## src/rtl/psl_pkg.sv

```systemverilog
package psl_pkg;
  typedef struct packed {
    logic clamped;
    logic pos_side;
  } clamp_flags_t;
endpackage

```

## src/rtl/psl_clamp.sv

```systemverilog
module psl_clamp #(
  parameter int ERR_W     = 16,
  parameter int SLOPE_LIM = 5
) (
  input  logic signed [ERR_W-1:0] sample_i,
  input  logic signed [ERR_W-1:0] ref_i,
  input  logic                    bypass_i,
  output logic signed [ERR_W-1:0] err_o,
  output psl_pkg::clamp_flags_t   flags_o
);
  localparam int XW = ERR_W + 1;
  localparam logic signed [XW-1:0] LIM_X = XW'(SLOPE_LIM);

  logic signed [XW-1:0] sample_x, ref_x, step_x, up_x, dn_x;
  logic over_hi, over_lo;

  always_comb begin
    sample_x = {sample_i[ERR_W-1], sample_i};
    ref_x    = {ref_i[ERR_W-1], ref_i};
    step_x   = sample_x - ref_x;
    up_x     = ref_x + LIM_X;
    dn_x     = ref_x - LIM_X;
    over_hi  = !bypass_i && (step_x > LIM_X);
    over_lo  = !bypass_i && (step_x < -LIM_X);
  end

  always_comb begin
    err_o            = sample_i;
    flags_o.clamped  = 1'b0;
    flags_o.pos_side = 1'b0;
    if (over_hi) begin
      err_o            = up_x[ERR_W-1:0];
      flags_o.clamped  = 1'b1;
      flags_o.pos_side = 1'b1;
    end else if (over_lo) begin
      err_o            = dn_x[ERR_W-1:0];
      flags_o.clamped  = 1'b1;
    end
  end

  logic signed [XW-1:0] emitted_step;
  assign emitted_step = {err_o[ERR_W-1], err_o} - ref_x;


  always_comb begin
    if (!bypass_i) begin
      slope_bound_chk: assert (emitted_step <= LIM_X && emitted_step >= -LIM_X);
    end
  end
endmodule

```

## src/rtl/psl_lock.sv

```systemverilog
module psl_lock #(
  parameter int LOCK_FRAMES = 8
) (
  input  logic clk,
  input  logic rst_n,
  input  logic frame_i,
  input  logic clamped_i,
  input  logic freq_ok_i,
  output logic locked_o
);
  localparam int CW = $clog2(LOCK_FRAMES + 1);
  localparam logic [CW-1:0] FULL = CW'(LOCK_FRAMES);

  logic [CW-1:0] cnt_q, cnt_d;
  logic          lock_q, lock_d;

  always_comb begin
    cnt_d  = cnt_q;
    lock_d = lock_q;
    if (frame_i) begin
      if (clamped_i || !freq_ok_i) begin
        cnt_d  = '0;
        lock_d = 1'b0;
      end else begin
        if (cnt_q != FULL) cnt_d = cnt_q + 1'b1;
        lock_d = (cnt_d == FULL);
      end
    end
  end

  always_ff @(posedge clk or negedge rst_n) begin
    if (!rst_n) begin
      cnt_q  <= '0;
      lock_q <= 1'b0;
    end else if (frame_i) begin
      cnt_q  <= cnt_d;
      lock_q <= lock_d;
    end
  end

  assign locked_o = lock_q;


  lock_rise_chk: assert property (@(posedge clk) disable iff (!rst_n)
    $rose(lock_q) |-> $past(cnt_q) == FULL - 1'b1);


  freq_drop_chk: assert property (@(posedge clk) disable iff (!rst_n)
    frame_i && !freq_ok_i |=> !lock_q && cnt_q == '0);
endmodule

```

## src/rtl/phase_slew_limiter.sv

```systemverilog
module phase_slew_limiter #(
  parameter int ERR_W       = 16,
  parameter int SLOPE_LIM   = 5,
  parameter int LOCK_FRAMES = 8
) (
  input  logic             clk,
  input  logic             rst_n,
  input  logic             in_valid,
  input  logic [ERR_W-1:0] in_err,
  input  logic             fast_acq,
  input  logic             freq_match,
  output logic             out_valid,
  output logic [ERR_W-1:0] out_err,
  output logic             clamp_active,
  output logic             locked
);
  import psl_pkg::*;

  logic [1:0] rst_sync_q;
  logic       rst_int_n;

  always_ff @(posedge clk or negedge rst_n) begin
    if (!rst_n) rst_sync_q <= 2'b00;
    else        rst_sync_q <= {rst_sync_q[0], 1'b1};
  end
  assign rst_int_n = rst_sync_q[1];

  logic signed [ERR_W-1:0] ref_q, ref_d, lim_err;
  clamp_flags_t            flags;
  logic                    vld_q, clamp_q, clamp_d;

  psl_clamp #(.ERR_W(ERR_W), .SLOPE_LIM(SLOPE_LIM)) u_clamp (
    .sample_i (in_err),
    .ref_i    (ref_q),
    .bypass_i (fast_acq),
    .err_o    (lim_err),
    .flags_o  (flags)
  );

  always_comb begin
    ref_d   = ref_q;
    clamp_d = clamp_q;
    if (in_valid) begin
      ref_d   = lim_err;
      clamp_d = flags.clamped;
    end
  end

  always_ff @(posedge clk or negedge rst_int_n) begin
    if (!rst_int_n) begin
      ref_q   <= '0;
      clamp_q <= 1'b0;
      vld_q   <= 1'b0;
    end else begin
      vld_q <= in_valid;
      if (in_valid) begin
        ref_q   <= ref_d;
        clamp_q <= clamp_d;
      end
    end
  end

  psl_lock #(.LOCK_FRAMES(LOCK_FRAMES)) u_lock (
    .clk       (clk),
    .rst_n     (rst_int_n),
    .frame_i   (in_valid),
    .clamped_i (flags.clamped),
    .freq_ok_i (freq_match),
    .locked_o  (locked)
  );

  assign out_valid    = vld_q;
  assign out_err      = ref_q;
  assign clamp_active = clamp_q;


  valid_lat_chk: assert property (@(posedge clk) disable iff (!rst_int_n)
    in_valid |=> out_valid);


  valid_idle_chk: assert property (@(posedge clk) disable iff (!rst_int_n)
    !in_valid |=> !out_valid && $stable(out_err) && $stable(clamp_active));


  fast_pass_chk: assert property (@(posedge clk) disable iff (!rst_int_n)
    in_valid && fast_acq |=> !clamp_active && out_err == $past(in_err));


  clamp_unlock_chk: assert property (@(posedge clk) disable iff (!rst_int_n)
    out_valid && clamp_active |-> !locked);
endmodule

```

## config.mk

```make
export PLATFORM = sky130hd
export DESIGN_NAME = phase_slew_limiter
export DESIGN_NICKNAME = d
export VERILOG_FILES = /design/src/rtl/psl_pkg.sv /design/src/rtl/psl_clamp.sv /design/src/rtl/psl_lock.sv /design/src/rtl/phase_slew_limiter.sv
export SDC_FILE = /design/constraint.sdc
export NUM_CORES = 1
export LEC_CHECK = 0
export BUFFER_PORTS_ARGS = -buffer_cell sky130_fd_sc_hd__buf_4
export CORE_ASPECT_RATIO = 0.8
export CORE_MARGIN = 1
export CORE_UTILIZATION = 25
export CTS_CLUSTER_DIAMETER = 80
export CTS_CLUSTER_SIZE = 12
export DETAILED_ROUTE_END_ITERATION = 6
export SLEW_MARGIN = 20
export SYNTH_ARGS = -nofsm -noshare
export SYNTH_HDL_FRONTEND = slang
export SYNTH_SLANG_ARGS = --single-unit
```

## constraint.sdc

```tcl
create_clock -name clk -period 1.3 [get_ports clk]
set_clock_uncertainty 0.05 [all_clocks]
set_input_delay 0.13 -clock clk [delete_from_list [all_inputs] [get_ports clk]]
set_output_delay 0.13 -clock clk [all_outputs]
set_load 0.02 [all_outputs]
```

==> flow_summary_export.csv <==
group,metric,value,unit
timing,setup_viol,22,
critical_path,path_max_fanout,5,
logic_synthesis,synth-seq-cells,25,
logic_synthesis,ys.warnings.count,0,
worst_hold_path,hp-class,"in -> reg",
logic_synthesis,syn_area_per_cell,7.32,sq um
drt,drtAntennaViolNets,0,
logic_synthesis,synth_nets,463,
timing,fmax,0.291,GHz
timing,worst_pin_slew,0.930,ns
critical_path,regToRegSetupSlack,-2.14,ns
placed_design,io_buffers,39,
clocking,clkTransAtPathRegs,0.07,ns
placed_design,dp_slack,-2.38,ns
floorplan,die_area,12800,sq um
global_route,antenna_found_initial,0,
finish,drive_above_1_share,44.4,%
timing,max_slew_margin,37.8,%
clocking,cts-buffers-inserted,3,
logic_synthesis,yosysSeqAreaShare,20.3,%
logic_synthesis,synth_area,3080,sq um
logic_synthesis,synthTopCellsByCount,"nand2_1 (42), a21oi_1 (40), nor2_1 (38), inv_1 (36), dfrtp_1 (25)",
floorplan,ioPinCount,40,
clocking,cts-root-buf,"clkbuf_16",
logic_synthesis,synth-main-ff-cell,"dfrtp_1",
drt,vias,3958,
timing,period_share,264,%
timing,period_minus_slack,3.44,ns
timing,drv_slew,0,
floorplan,die_y,101,um
pwr,powerDensity,2510,nW/um^2
global_route,grt_pass1_vias,3790,
finish,fillCellCount,1201,
drt,drtIter0Drc,253,
floorplan,core_area,11800,sq um
logic_synthesis,yosysTopAreaCell,"dfrtp_1",
critical_path,crit_arrival,3.54,ns
placed_design,gp_congestion,0.903,
timing,hold_viol,0,
critical_path,critical_path_required,1.41,ns
clocking,clock_sinks,25,
floorplan,num_rows,35,
clocking,cts_tree,"yes",
finish,nets,637,
pwr,total_leakage_power,2.30,nW
logic_synthesis,synthTopCellsByArea,"dfrtp_1 (20%), ha_1 (8.1%), a21oi_1 (6.5%)",
finish,syn2layout_area_growth,64.2,%
clocking,htree_levels,1,
global_route,grt-ovfl-total,0,
logic_synthesis,synthArstFlopShare,100,%
global_route,grt_usage,18.3,%
logic_synthesis,synthesis.instances,421,
global_route,grt_max_degree,24,
pwr,ir_worst_vdd,1.40,mV
status,status,"complete, but fails checks",
critical_path,crit_type,"reg -> reg",
job,maxCapViolations,0,
drt,routed_via_density,5.33,
critical_path,critPathLaunchType,"flip-flop",
critical_path,critPathCaptureType,"flip-flop",
floorplan,start_util,26.2,%
drt,detail_route.wl_per_cell,15.9,um
global_route,grt_pass1_wl,18.7,mm
drt,finalWirelength,11.8,mm
finish,num_antenna_cells,0,
floorplan,die_w,126,um
logic_synthesis,synth.distinct_cells,68,
placed_design,dpl.hpwl,9.29,mm
logic_synthesis,synth_edf_count,0,
clocking,insertion_delay,0.27,ns
pwr,total_power,12.7,mW
timing,layout_setup_ws,-2.14,ns
logic_synthesis,yosysTopAreaCellShare,20.3,%
drt,dr.pass1.iters,4,
timing,rsz0062_at_grt,"yes",
status,violations,"negative setup slack",
drt,route.detailed.drc,0,
clocking,clk_path_buf_depth,2,
logic_synthesis,synth_most_common_cell,"nand2_1",
area by class of cell:
type	instances	area (sq um)	area share, %
Multi-Input combinational cell	342	2540	50.3
Timing Repair Buffer	187	1480	29.3
Sequential cell	25	636	12.6
Tap cell	148	185	3.66
Inverter	36	135	2.67
Clock buffer	4	78.8	1.56
sequential cells by signal (all words and copies together) (netlist names):
name	cells
rst_sync_q	2
out_valid	1
u_lock.locked_o	1
clamp_active	1
out_err	16
u_lock.cnt_q	4
metal layers:
| metal | GRT usage, % | routed length, um |
|---|---|---|
| met4 | 2.78 | 121 |
| met5 | 0 | 0 |
| met1 | 25.5 | 5840 |
| met2 | 29.7 | 5230 |
| met3 | 3.54 | 584 |
metrics by stage:
| stage | std cells | area, sq um | setup TNS, ns | util [%] | hold slack (ns) |
|---|---|---|---|---|---|
| global placement | 721 | 4560 | -46.73 | 38.7 | -0.136 |
| CTS | 734 | 4810 | -46.87 | 40.8 | 0.0534 |
| floorplan | 421 | 3200 | -42.23 | - | -0.216 |
| detailed placement | 721 | 4560 | -48.90 | 38.7 | -0.135 |
| finish | 742 | 5060 | -45.78 | 43.0 | 0.0546 |
| global route | 742 | 5060 | -49.05 | 43.0 | 0.0692 |
what timing repair did:
action	4_1_cts	5_1_grt
endpoints found under the setup margin	22	23
cloned	0	1
hold endpoints to repair	3	0
pin swaps	13	28
resized for setup	23	45
hold buffers	2	0
setup buffers	7	8
path summary, 6_finish.rpt:
kind,start,endpoint,depth (start not counted)
min reg2reg,rst_sync_q[1]$_DFF_PN0_,out_err[15]$_DFFE_PN0P_,1
min,in_valid,out_err[9]$_DFFE_PN0P_,2
max reg2reg,out_err[0]$_DFFE_PN0P_,out_err[6]$_DFFE_PN0P_,13
max in group asynchronous,rst_sync_q[1]$_DFF_PN0_,out_err[0]$_DFFE_PN0P_,1
max,out_err[0]$_DFFE_PN0P_,out_err[6]$_DFFE_PN0P_,13
min in group asynchronous,rst_n,rst_sync_q[0]$_DFF_PN0_,2
report_power, final:
| group | switching, mW | internal (mW) |
|---|---|---|
| Clock | 0.324 | 0.422 |
| Combinational | 5.62 | 5.06 |
| Sequential | 0.183 | 1.08 |
cell families (layout without fill, tap and decap cells):
| group | Yosys count | after routing | synth area share (%) |
|---|---|---|---|
| AO/OA/AOI/OAI | 132 | 132 | 30.8 |
| XOR/XNOR | 16 | 16 | 4.55 |
| adder cells (fa/ha/maj) | 21 | 21 | 8.77 |
| buffers and inverters | 54 | 227 | 7.02 |
| flip-flops | 25 | 25 | 20.3 |
| multiplexers | 5 | 5 | 1.66 |
| other | 1 | 1 | 0.122 |
| AND/OR/NAND/NOR | 167 | 167 | 26.8 |
placed cells by master, fill, tap and decap left out, types with 3 or more instances in the layout:
cell | synthesis | layout
a21o_1 | 3 | 3
a21oi_1 | 40 | 35
a21oi_2 | 0 | 5
a221oi_2 | 5 | 5
a22oi_1 | 4 | 3
a31oi_1 | 6 | 6
and2_1 | 3 | 3
and3_1 | 5 | 5
buf_4 | 0 | 168
buf_6 | 1 | 16
clkbuf_16 | 0 | 3
dfrtp_1 | 25 | 17
dfrtp_2 | 0 | 8
ha_1 | 20 | 16
ha_4 | 0 | 4
inv_1 | 36 | 33
inv_2 | 0 | 3
mux2i_1 | 4 | 3
nand2_1 | 42 | 40
nand2_4 | 1 | 3
nand3_1 | 22 | 14
nand3_2 | 0 | 8
nand4_1 | 14 | 14
nor2_1 | 38 | 36
nor3_1 | 15 | 13
nor4_1 | 3 | 3
o211ai_1 | 9 | 9
o21a_1 | 3 | 3
o21ai_0 | 22 | 18
o21ai_1 | 3 | 5
o221ai_2 | 1 | 5
o22a_1 | 3 | 3
or3_1 | 5 | 5
xnor2_1 | 12 | 11
xor2_1 | 4 | 4
worst max-delay path, cell delays in order, from the launching register on:
cell,delay (ns)
dfrtp_2,0.42
ha_4,0.17
fa_2,0.34
and2b_2,0.27
o211ai_4,0.10
a31oi_4,0.21
a21o_4,0.17
mux2i_2,0.07
or4_4,0.56
o31a_4,0.35
buf_6,0.15
nand2_4,0.06
o221ai_2,0.10
a222oi_1,0.30
Note: power is estimated with default switching activity, not from simulation.
